File: config.mk
export PLATFORM = sky130hd
export DESIGN_NAME = alu8_bcd
export DESIGN_NICKNAME = d
export VERILOG_FILES = /design/src/rtl/alu8_pkg.sv /design/src/rtl/alu8_addsub.sv /design/src/rtl/alu8_bitops.sv /design/src/rtl/alu8_decadj.sv /design/src/rtl/alu8_bcd.sv
export SDC_FILE = /design/constraint.sdc
export NUM_CORES = 1
export LEC_CHECK = 0
export ABC_AREA = 1
export BUFFER_PORTS_ARGS = -buffer_cell sky130_fd_sc_hd__buf_2
export CAP_MARGIN = 5
export CORE_UTILIZATION = 55
export DETAILED_ROUTE_END_ITERATION = 8
export PLACE_DENSITY = 0.9
export SETUP_SLACK_MARGIN = 0.02
export SYNTH_ARGS = -nofsm -noshare
export SYNTH_HDL_FRONTEND = slang
export SYNTH_SLANG_ARGS = --single-unit
File: constraint.sdc
create_clock -name vclk -period 4.15
set_clock_uncertainty 0.05 [all_clocks]
set_input_delay 0.6225 -clock vclk [all_inputs]
set_output_delay 0.6225 -clock vclk [all_outputs]
set_load 0.02 [all_outputs]
File: src/rtl/alu8_pkg.sv
package alu8_pkg;
  localparam int DW  = 8;
  localparam int NW  = DW / 2;
  localparam int OPW = 5;

  typedef enum logic [OPW-1:0] {
    OP_ADD  = 5'd0,
    OP_ADDC = 5'd1,
    OP_SUBB = 5'd2,
    OP_AND  = 5'd3,
    OP_OR   = 5'd4,
    OP_XOR  = 5'd5,
    OP_CPL  = 5'd6,
    OP_CLR  = 5'd7,
    OP_INC  = 5'd8,
    OP_DEC  = 5'd9,
    OP_RL   = 5'd10,
    OP_RLC  = 5'd11,
    OP_RR   = 5'd12,
    OP_RRC  = 5'd13,
    OP_SWAP = 5'd14,
    OP_DA   = 5'd15,
    OP_CMP  = 5'd16
  } alu_op_e;
endpackage

File: src/rtl/alu8_addsub.sv
// Shared adder for add, add-with-carry, subtract-with-borrow and compare.
// Subtraction is done as acc + ~opnd + ~borrow; carries are inverted back
// into borrows for C and AC, while OV is the same XOR in both directions.
module alu8_addsub #(
  parameter int DW = 8
) (
  input  logic [DW-1:0] acc,
  input  logic [DW-1:0] opnd,
  input  logic          cin,
  input  logic          sub_en,
  output logic [DW-1:0] sum,
  output logic          c_out,
  output logic          ac_out,
  output logic          ov_out
);
  localparam int NW = DW / 2;

  logic [DW-1:0] b_eff;
  logic          ci_eff;
  logic [NW:0]   lo_sum;
  logic [DW-1:0] top_in_sum;
  logic [DW:0]   full_sum;

  always_comb begin
    b_eff      = sub_en ? ~opnd : opnd;
    ci_eff     = sub_en ? ~cin : cin;
    lo_sum     = {1'b0, acc[NW-1:0]} + {1'b0, b_eff[NW-1:0]} + {{NW{1'b0}}, ci_eff};
    top_in_sum = {1'b0, acc[DW-2:0]} + {1'b0, b_eff[DW-2:0]} + {{(DW-1){1'b0}}, ci_eff};
    full_sum   = {1'b0, acc} + {1'b0, b_eff} + {{DW{1'b0}}, ci_eff};
  end

  assign sum    = full_sum[DW-1:0];
  assign c_out  = full_sum[DW] ^ sub_en;
  assign ac_out = lo_sum[NW] ^ sub_en;
  assign ov_out = top_in_sum[DW-1] ^ full_sum[DW];
endmodule

File: src/rtl/alu8_bitops.sv
// Logic, inc/dec, rotate and swap operations on the accumulator.
module alu8_bitops
  import alu8_pkg::*;
#(
  parameter int DW = 8
) (
  input  alu_op_e       op,
  input  logic [DW-1:0] acc,
  input  logic [DW-1:0] opnd,
  input  logic          c_in,
  output logic [DW-1:0] res,
  output logic          c_rot
);
  localparam int HW = DW / 2;
  localparam logic [DW-1:0] ONE = DW'(1);

  always_comb begin
    res   = acc;
    c_rot = c_in;
    case (op)
      OP_AND:  res = acc & opnd;
      OP_OR:   res = acc | opnd;
      OP_XOR:  res = acc ^ opnd;
      OP_CPL:  res = ~acc;
      OP_CLR:  res = '0;
      OP_INC:  res = acc + ONE;
      OP_DEC:  res = acc - ONE;
      OP_RL:   res = {acc[DW-2:0], acc[DW-1]};
      OP_RLC: begin
        res   = {acc[DW-2:0], c_in};
        c_rot = acc[DW-1];
      end
      OP_RR:   res = {acc[0], acc[DW-1:1]};
      OP_RRC: begin
        res   = {c_in, acc[DW-1:1]};
        c_rot = acc[0];
      end
      OP_SWAP: res = {acc[HW-1:0], acc[DW-1:HW]};
      default: res = acc;
    endcase
  end
endmodule

File: src/rtl/alu8_decadj.sv
// Two-step BCD correction of the accumulator after a binary add.
module alu8_decadj #(
  parameter int DW = 8
) (
  input  logic [DW-1:0] acc,
  input  logic          c_in,
  input  logic          ac_in,
  output logic [DW-1:0] res,
  output logic          c_out
);
  localparam int NW = DW / 2;
  localparam logic [NW-1:0] DIGIT_MAX = NW'(9);
  localparam logic [DW:0]   LO_FIX    = (DW+1)'(6);
  localparam logic [DW:0]   HI_FIX    = LO_FIX << NW;

  logic          lo_bad, hi_bad, c_mid;
  logic [DW:0]   step1, step2;

  always_comb begin
    lo_bad = ac_in | (acc[NW-1:0] > DIGIT_MAX);
    step1  = {1'b0, acc} + (lo_bad ? LO_FIX : '0);
    c_mid  = c_in | step1[DW];
    hi_bad = c_mid | (step1[DW-1:NW] > DIGIT_MAX);
    step2  = {1'b0, step1[DW-1:0]} + (hi_bad ? HI_FIX : '0);
  end

  assign res   = step2[DW-1:0];
  assign c_out = c_mid | step2[DW];
endmodule

File: src/rtl/alu8_bcd.sv
// Top: operation decode, result select and per-flag write enables.
module alu8_bcd
  import alu8_pkg::*;
(
  input  logic [OPW-1:0] op_code,
  input  logic [DW-1:0]  acc_in,
  input  logic [DW-1:0]  opnd_in,
  input  logic           c_in,
  input  logic           ac_in,
  input  logic           ov_in,
  output logic [DW-1:0]  result,
  output logic           c_out,
  output logic           ac_out,
  output logic           ov_out,
  output logic           c_we,
  output logic           ac_we,
  output logic           ov_we,
  output logic           not_eq
);
  alu_op_e       op;
  logic          as_cin, as_sub;
  logic [DW-1:0] as_sum, bit_res, da_res;
  logic          as_c, as_ac, as_ov, bit_c, da_c;

  assign op     = alu_op_e'(op_code);
  assign as_cin = (op == OP_ADDC) || (op == OP_SUBB) ? c_in : 1'b0;
  assign as_sub = (op == OP_SUBB) || (op == OP_CMP);

  alu8_addsub #(.DW(DW)) u_addsub (
    .acc(acc_in), .opnd(opnd_in), .cin(as_cin), .sub_en(as_sub),
    .sum(as_sum), .c_out(as_c), .ac_out(as_ac), .ov_out(as_ov)
  );

  alu8_bitops #(.DW(DW)) u_bitops (
    .op(op), .acc(acc_in), .opnd(opnd_in), .c_in(c_in),
    .res(bit_res), .c_rot(bit_c)
  );

  alu8_decadj #(.DW(DW)) u_decadj (
    .acc(acc_in), .c_in(c_in), .ac_in(ac_in),
    .res(da_res), .c_out(da_c)
  );

  always_comb begin
    result = acc_in;
    c_out  = c_in;
    ac_out = ac_in;
    ov_out = ov_in;
    c_we   = 1'b0;
    ac_we  = 1'b0;
    ov_we  = 1'b0;
    case (op)
      OP_ADD, OP_ADDC, OP_SUBB: begin
        result = as_sum;
        c_out  = as_c;
        ac_out = as_ac;
        ov_out = as_ov;
        c_we   = 1'b1;
        ac_we  = 1'b1;
        ov_we  = 1'b1;
      end
      OP_AND, OP_OR, OP_XOR, OP_CPL, OP_CLR, OP_INC, OP_DEC,
      OP_RL, OP_RR, OP_SWAP: begin
        result = bit_res;
      end
      OP_RLC, OP_RRC: begin
        result = bit_res;
        c_out  = bit_c;
        c_we   = 1'b1;
      end
      OP_DA: begin
        result = da_res;
        c_out  = da_c;
        c_we   = 1'b1;
      end
      OP_CMP: begin
        c_out = as_c;
        c_we  = 1'b1;
      end
      default: result = acc_in;
    endcase
  end

  assign not_eq = |(acc_in ^ opnd_in);
endmodule

==> impl_metrics.env, run 1 <==
export IMPL_outcome="completed"
export IMPL_n_clock_buffer=0
export IMPL_drt_initial_drc_count=334
export IMPL_ff_latch_area_sq_um=0
export IMPL_via_per_inst=6.04
export IMPL_hold_viol=0
export IMPL_slew_limit_headroom_pct=73.3
export IMPL_period_share_pct=98.7
export IMPL_drv_cap=0
export IMPL_min_path_cells=4
export IMPL_fmax_ghz=0.244
export IMPL_fillers=331
export IMPL_nets=501
export IMPL_hp_start="ov_in"
export IMPL_p_comb_share_pct=100.0
export IMPL_use_met3_pct=3.52
export IMPL_syn_num_nets=449
export IMPL_antenna_found_initial=0
export IMPL_use_met2_pct=58.0
export IMPL_drive_gt1_share_pct=22.4
export IMPL_core_sq_um=3720
export IMPL_start_util_pct=58.1
export IMPL_syn_area_per_cell_sq_um=5.58
export IMPL_critical_path_required_ns=3.48
export IMPL_dieArea_sq_um=4180
export IMPL_grt_pass1_wl_mm=11.0
export IMPL_grt_overflow_total=0
export IMPL_num_rows=22
export IMPL_swShare_pct=62.8
export IMPL_p_seq_share_pct=0
export IMPL_drt_wl_total_mm=7.08
export IMPL_fp_dieH_um=64.7
export IMPL_fin_ws_ns=0.0527
export IMPL_drc=0
export IMPL_netlist_area_sq_um=2160
export IMPL_gp_congestion=1.00
export IMPL_area_delta_synth_final_pct=20.8
export IMPL_tightest_slew_ns=0.399
export IMPL_criticalPathCategory="input port to output pin"
export IMPL_yosysMostFrequentCell="nand2_1"
export IMPL_path_max_fanout=3
export IMPL_grtUsageMet1_pct=40.4
export IMPL_routedWlPerCell_um=14.6
export IMPL_power_switching_uw=190
export IMPL_grt_total_usage_pct=32.7
export IMPL_leakagePower_nw=1.41
export IMPL_worstSetupEndpointType="output pin"
export IMPL_synth_area_leaders="ha_1 19%, nand2_1 18%, nand3_1 8.3%"
export IMPL_synth_top_area_share_pct=19.1
export IMPL_hold_class="input port to output pin"
export IMPL_powerDensity_nw_per_um2=116
export IMPL_synth_warnings=0
export IMPL_slew_viol_final=0
export IMPL_yosys_cell_types_count=34
export IMPL_vdd_drop_max_v=0.0000736
export IMPL_ys_seq_area_share_pct=0
export IMPL_yosys_area_top_type="ha_1"
export IMPL_antennaDiodeCount=0
export IMPL_fin_crit_ns=4.10
export IMPL_seq_cell_count=0
export IMPL_die_x_um=64.7
export IMPL_cp_data_arrival_time_ns=3.42
export IMPL_drt_pass1_iterations=5
export IMPL_pre_cts_ws_ns=-0.164
export IMPL_grt_pass1_vias=2523
export IMPL_p_clk_share_pct=0
export IMPL_setup_violations=0
export IMPL_vias=2930
export IMPL_portBuffers=39
export IMPL_utilization_pct=70.3
export IMPL_synth_common_cells="104 x nand2_1, 46 x inv_1, 39 x nor2_1, 36 x nand3_1, 33 x ha_1"
export IMPL_grt_max_degree=14
export IMPL_startpoint_type="input port"
export IMPL_drtAntennaViolNets=0
export IMPL_synth_cells=387
export IMPL_p_int_uw=113
export IMPL_ioPinCount=39
export IMPL_cts_hold_fix_buffers=0
export IMPL_whs_endpoint="ov_out"
export IMPL_dp_hpwl_mm=5.52
export IMPL_grt_busiest_layer="met2"
==> cell families (layout without fill, tap and decap cells) <==
logic type / count (synthesis) / after routing / synth area share (%)
compound gates: 70 / 70 / 18.4
xor+xnor: 13 / 13 / 5.27
fa+ha+maj: 38 / 38 / 23.7
buf+inv: 58 / 108 / 10.8
simple gates: 208 / 208 / 41.8
==> through the flow <==
stage	instance area, sq um	setup TNS, ns	hold slack, ns	std cells	total power [mW]
floorplan	2160	0	1.36	387	0.183
finish	2610	0	1.52	485	0.303
CTS	2500	0	1.51	483	0.277
detailed placement	2490	-0.216	1.51	483	0.274
global placement	2490	0	1.50	483	0.264
global route	2610	-0.0360	1.57	485	0.333
==> critical path, stage by stage <==
cell      delay [ns]
buf_6           0.09
inv_2           0.06
a21oi_4         0.06
nor2_2          0.15
inv_2           0.07
buf_4           0.13
ha_1            0.27
nand3_1         0.09
nand2_1         0.07
nand2_1         0.07
o21ai_0         0.08
nand2_1         0.09
inv_2           0.06
o21ai_1         0.15
nand2_1         0.10
ha_2            0.21
fa_1            0.46
nand2_1         0.07
o21ai_1         0.05
o21bai_4        0.19
inv_2           0.07
nand2_2         0.05
buf_6           0.13
==> power by group through the flow <==
stage               clock network (mW)  registers (mW)  logic, mW
floorplan                            0               0      0.183
global placement                     0               0      0.264
detailed placement                   0               0      0.274
CTS                                  0               0      0.277
global route                         0               0      0.333
finish                               0               0      0.303
==> layout by cell type (no fill, tap or decap), drive strengths merged <==
cell type  netlist  routed
a221oi           1       1
xnor2            2       2
o2bb2ai          1       1
nand4           11      11
o22ai            5       5
o21bai           2       2
clkinvlp         0       1
inv             53      52
ha              33      33
a211oi           1       1
fa               5       5
o2111ai          2       2
nor3             3       3
o211ai           3       3
xor2            11      11
o21a             2       2
or2              3       3
nor2            46      46
buf              4      55
nor4             1       1
o21ai           30      30
nand3           37      37
nand2          107     107
a21o             1       1
a21oi           22      22
==> worst max-delay path by stage <==
| stage | to | cells past startpoint | from |
|---|---|---|---|
| after floorplan | ac_out | 13 | op_code[0] |
| after global placement | result[6] | 21 | acc_in[1] |
| after detailed placement | result[6] | 22 | acc_in[1] |
| after CTS | result[6] | 21 | acc_in[2] |
| after global routing | result[6] | 23 | acc_in[2] |
| final | result[6] | 23 | acc_in[2] |
==> cell type report <==
class              count  area, sq um  share of cell area [%]
repair buffers        55          343                    13.1
multi-input cells    329         2000                    76.7
well taps             48         60.1                    2.30
inverters             53          205                    7.86
==> routing by layer <==
| layer | part of all wire [%] | wire length, um |
|---|---|---|
| met5 | 0 | 0 |
| met4 | 4.1 | 288 |
| met3 | 11 | 780 |
| met2 | 47 | 3310 |
| met1 | 38 | 2700 |
==> what timing repair did <==
action | CTS | global route
endpoints found under the setup margin | 2 | 5
resized for setup | 7 | 29
setup buffers | 0 | 2
gates cloned | 0 | 0
pin swaps | 2 | 7
(Power assumes the default switching activity.)
==> run 2, diff against run 1 <==
- CORE_MARGIN: not set -> 4
- CORE_UTILIZATION: 55 -> 60
- PLACE_DENSITY: 0.9 -> 0.95
==> impl_metrics.env, run 2 (synthesis gave the netlist of run 1 again) <==
export IMPL_outcome="completed"
export IMPL_final_common_cell="nand2_1"
export IMPL_slew_viol_final=0
export IMPL_powerDensity_nw_per_um2=115
export IMPL_drtAntennaViolNets=0
export IMPL_grt_overflow_total=0
export IMPL_period_share_pct=97.4
export IMPL_antenna_found_initial=0
export IMPL_fin_hold_ws_ns=1.52
export IMPL_ff_latch_area_sq_um=0
export IMPL_grt_total_usage_pct=31.1
export IMPL_antennaDiodeCount=0
export IMPL_mostFrequentLayoutCells="104 x nand2_1, 39 x inv_1, 37 x nor2_1"
export IMPL_core_sq_um=3420
export IMPL_portBuffers=39
export IMPL_criticalPathCategory="input port to output pin"
export IMPL_dieArea_sq_um=4630
export IMPL_worstSetupEndpointType="output pin"
export IMPL_critical_path_required_ns=3.48
export IMPL_hold_class="input port to output pin"
export IMPL_drc=0
export IMPL_vias=2928
export IMPL_path_max_fanout=3
export IMPL_start_util_pct=63.3
export IMPL_leakagePower_nw=1.42
export IMPL_hold_viol=0
export IMPL_drt_wl_total_mm=7.21
export IMPL_dp_hpwl_mm=5.58
export IMPL_utilization_pct=76.0
export IMPL_drt_pass1_iterations=5
export IMPL_routedWlPerCell_um=14.9
export IMPL_rsz0062_at_grt="true"
export IMPL_gp_congestion=0.989
export IMPL_vdd_drop_max_v=0.0000673
export IMPL_fmax_ghz=0.247
export IMPL_multi_input_area_sq_um=1980
export IMPL_grt_max_degree=12
export IMPL_grt_pass1_wl_mm=11.5
export IMPL_setup_violations=0
export IMPL_startpoint_type="input port"
export IMPL_die_x_um=68.0
export IMPL_num_rows=21
export IMPL_cp_data_arrival_time_ns=3.37
export IMPL_grt_pass1_vias=2730
export IMPL_drt_initial_drc_count=274
export IMPL_ioPinCount=39
export IMPL_nets=502
export IMPL_via_per_inst=6.05
export IMPL_fin_crit_ns=4.04
export IMPL_area_delta_synth_final_pct=20.1
export IMPL_n_clock_buffer=0
export IMPL_drv_cap=0
export IMPL_drive_gt1_share_pct=21.5
export IMPL_fillers=290
export IMPL_seq_cell_count=0
export IMPL_tightest_slew_ns=0.377
export IMPL_slew_limit_headroom_pct=74.9
export IMPL_fp_dieH_um=68.0
[run 2: cell types whose count changed in the layout (fill, tap and decap cells not counted), sizes merged]
cell	previous run	this run
buf	55	56
clkinvlp	1	0
inv	52	53
[run 2: worst paths after layout]
| path | cells past startpoint | from | slack, ns | endpoint |
|---|---|---|---|---|
| max | 21 | acc_in[2] | 0.11 | result[6] |
| min | 4 | ov_in | 1.52 | ov_out |
[run 2: critical path: stages]
cell	delay (ns)
buf_8	0.08
inv_4	0.03
a21oi_4	0.14
nor2_2	0.06
inv_2	0.08
ha_4	0.14
inv_2	0.04
fa_2	0.37
inv_2	0.08
nand3_4	0.09
xor2_2	0.18
o21ai_1	0.16
nand2_1	0.09
ha_2	0.19
fa_1	0.50
nand2_1	0.05
o21ai_1	0.08
o21bai_1	0.11
inv_1	0.06
nand2_1	0.08
buf_6	0.12
[run 2: metal layers]
layer	GRT usage, %	wire [um]	share of wire (%)
met5	0	0	0
met4	11.4	207	2.9
met3	2.63	747	10
met2	56.1	3500	49
met1	38.1	2750	38
[run 2: cell type report]
class                           instances  area share (%)
Tap cell                               46            2.22
Inverter                               53            7.76
Timing Repair Buffer                   56            13.5
Multi-Input combinational cell        329            76.5
[run 2: what timing repair did]
action / CTS / global route
setup endpoints to repair: 2 / 5
buffers inserted: 0 / 2
pin swaps: 1 / 6
gates resized for setup: 6 / 24
hold buffers: 0 / 0
[run 2: per-stage QoR]
stage / std cells / setup TNS (ns) / worst slack (ns) / total power, mW / area (sq um)
after floorplan: 387 / 0 / 0.210 / 0.183 / 2160
after global placement: 482 / 0 / 0.0539 / 0.265 / 2490
after detailed placement: 482 / -0.163 / -0.123 / 0.273 / 2490
after CTS: 482 / 0 / 0.0349 / 0.277 / 2510
after global routing: 484 / -0.0850 / -0.0708 / 0.332 / 2590
final: 484 / 0 / 0.108 / 0.299 / 2590
[run 2: where the power goes]
group	internal (mW)	switching [mW]
clock	0	0
sequential	0	0
combinational	0.112	0.188
total	0.112	0.188
==> run 3, diff against run 2 <==
- CORE_UTILIZATION: 60 -> 57
- PLACE_DENSITY: 0.95 -> 0.92
==> impl_metrics.env, run 3 (synthesis gave the netlist of run 1 again) <==
export IMPL_rsz0062_at_grt="true"
export IMPL_grt_pass1_wl_mm=11.4
export IMPL_start_util_pct=59.0
export IMPL_hp_start="ov_in"
export IMPL_nets=503
export IMPL_fin_hold_ws_ns=1.51
export IMPL_vias=2890
export IMPL_setup_violations=0
export IMPL_tightest_slew_ns=0.367
export IMPL_fmax_ghz=0.246
export IMPL_grt_overflow_total=0
export IMPL_criticalPathCategory="input port to output pin"
export IMPL_utilization_pct=71.4
export IMPL_grt_max_degree=14
export IMPL_portBuffers=39
export IMPL_seq_cell_count=0
export IMPL_whs_endpoint="ov_out"
export IMPL_startpoint_type="input port"
export IMPL_fp_dieH_um=69.6
export IMPL_outcome="completed"
export IMPL_grt_busiest_layer="met2"
export IMPL_routedWlPerCell_um=14.7
export IMPL_via_per_inst=5.93
export IMPL_path_max_fanout=3
export IMPL_design_area_sq_um=2610
export IMPL_critical_path_required_ns=3.48
export IMPL_worstSetupEndpointType="output pin"
export IMPL_hold_viol=0
export IMPL_drt_initial_drc_count=242
export IMPL_antenna_found_initial=0
export IMPL_dieArea_sq_um=4840
export IMPL_use_met2_pct=48.6
export IMPL_drc=0
export IMPL_drt_pass1_iterations=5
export IMPL_final_common_cell="nand2_1"
export IMPL_grt_pass1_vias=2641
export IMPL_leakagePower_nw=1.42
export IMPL_cp_data_arrival_time_ns=3.39
export IMPL_powerDensity_nw_per_um2=117
export IMPL_vdd_drop_max_v=0.0000652
export IMPL_gp_congestion=0.950
export IMPL_ioPinCount=39
export IMPL_fin_setup_tns_ns=0
export IMPL_die_x_um=69.6
export IMPL_fin_crit_ns=4.06
export IMPL_antennaDiodeCount=0
export IMPL_mostFrequentLayoutCells="103 x nand2_1, 38 x inv_1, 38 x nor2_1"
export IMPL_grtUsageMet1_pct=36.2
export IMPL_slew_viol_final=0
export IMPL_hold_class="input port to output pin"
export IMPL_core_sq_um=3660
export IMPL_drtAntennaViolNets=0
export IMPL_use_met3_pct=1.30
export IMPL_place_area_sq_um=2490
export IMPL_period_share_pct=97.8
export IMPL_fillers=316
export IMPL_drive_gt1_share_pct=22.1
export IMPL_n_clock_buffer=0
export IMPL_num_rows=22
export IMPL_drv_cap=0
export IMPL_dp_hpwl_mm=5.56
export IMPL_total_power_uw=305
export IMPL_ff_latch_area_sq_um=0
export IMPL_drt_wl_total_mm=7.17
export IMPL_min_path_cells=4
export IMPL_grt_total_usage_pct=27.3
export IMPL_slew_limit_headroom_pct=75.5
export IMPL_cp_startpoint="acc_in[2]"
export IMPL_area_delta_synth_final_pct=20.9
run 3: changes by cell type in the layout (fill, tap and decap cells not counted), sizes merged:
cell / before / now
buf: 56 / 57
run 3: how the worst max path moves through the flow:
stage                end  cells after the start
2_1_floorplan     ac_out                     13
3_3_place_gp   result[6]                     21
3_5_place_dp   result[6]                     21
4_1_cts        result[6]                     21
5_1_grt        result[6]                     22
6_report       result[6]                     22
run 3: stage by stage:
step           cells  setup slack (ns)
2_1_floorplan    387             0.210
3_3_place_gp     483            0.0332
3_5_place_dp     483           -0.0788
4_1_cts          483            0.0273
5_1_grt          487           -0.0419
6_report         487            0.0912
run 3: layout make-up:
cell class / instances / area [sq um] / area share [%]
Inverter: 53 / 204 / 7.81
Multi-Input combinational cell: 329 / 1990 / 76.2
Tap cell: 48 / 60.1 / 2.30
Timing Repair Buffer: 57 / 358 / 13.7
run 3: worst max-delay path, cell delays in order:
cell and delay (ns):
buf_6 0.08, inv_4 0.04, a21oi_4 0.15, nor2_2 0.07, inv_1 0.07, ha_2 0.18, inv_2 0.04, fa_2 0.36
inv_2 0.08, nand3_4 0.08, o21ai_1 0.16, nand2_1 0.09, o21ai_1 0.09, nand2_1 0.09, ha_2 0.19, fa_1 0.49
nand2_1 0.05, o21ai_1 0.09, o21bai_4 0.15, inv_2 0.05, nand2_2 0.05, buf_6 0.11
run 3: power breakdown:
group / leakage, nW / internal (mW) / switching [mW]
sequential: 0 / 0 / 0
combinational: 1.42 / 0.114 / 0.191
clock: 0 / 0 / 0
run 3: layer usage:
layer  share of wire [%]  wire (um)  vias up
li1                    -          -     1402
met1                  38       2710     1245
met2                  47       3400      205
met3                  11        798       38
met4                 3.6        256        0
met5                   0          0        -
run 3: timing repair:
item	in CTS	in global routing
hold buffers	0	0
setup endpoints to repair	2	5
pin swaps	0	8
resized for setup	4	32
setup buffers	0	4
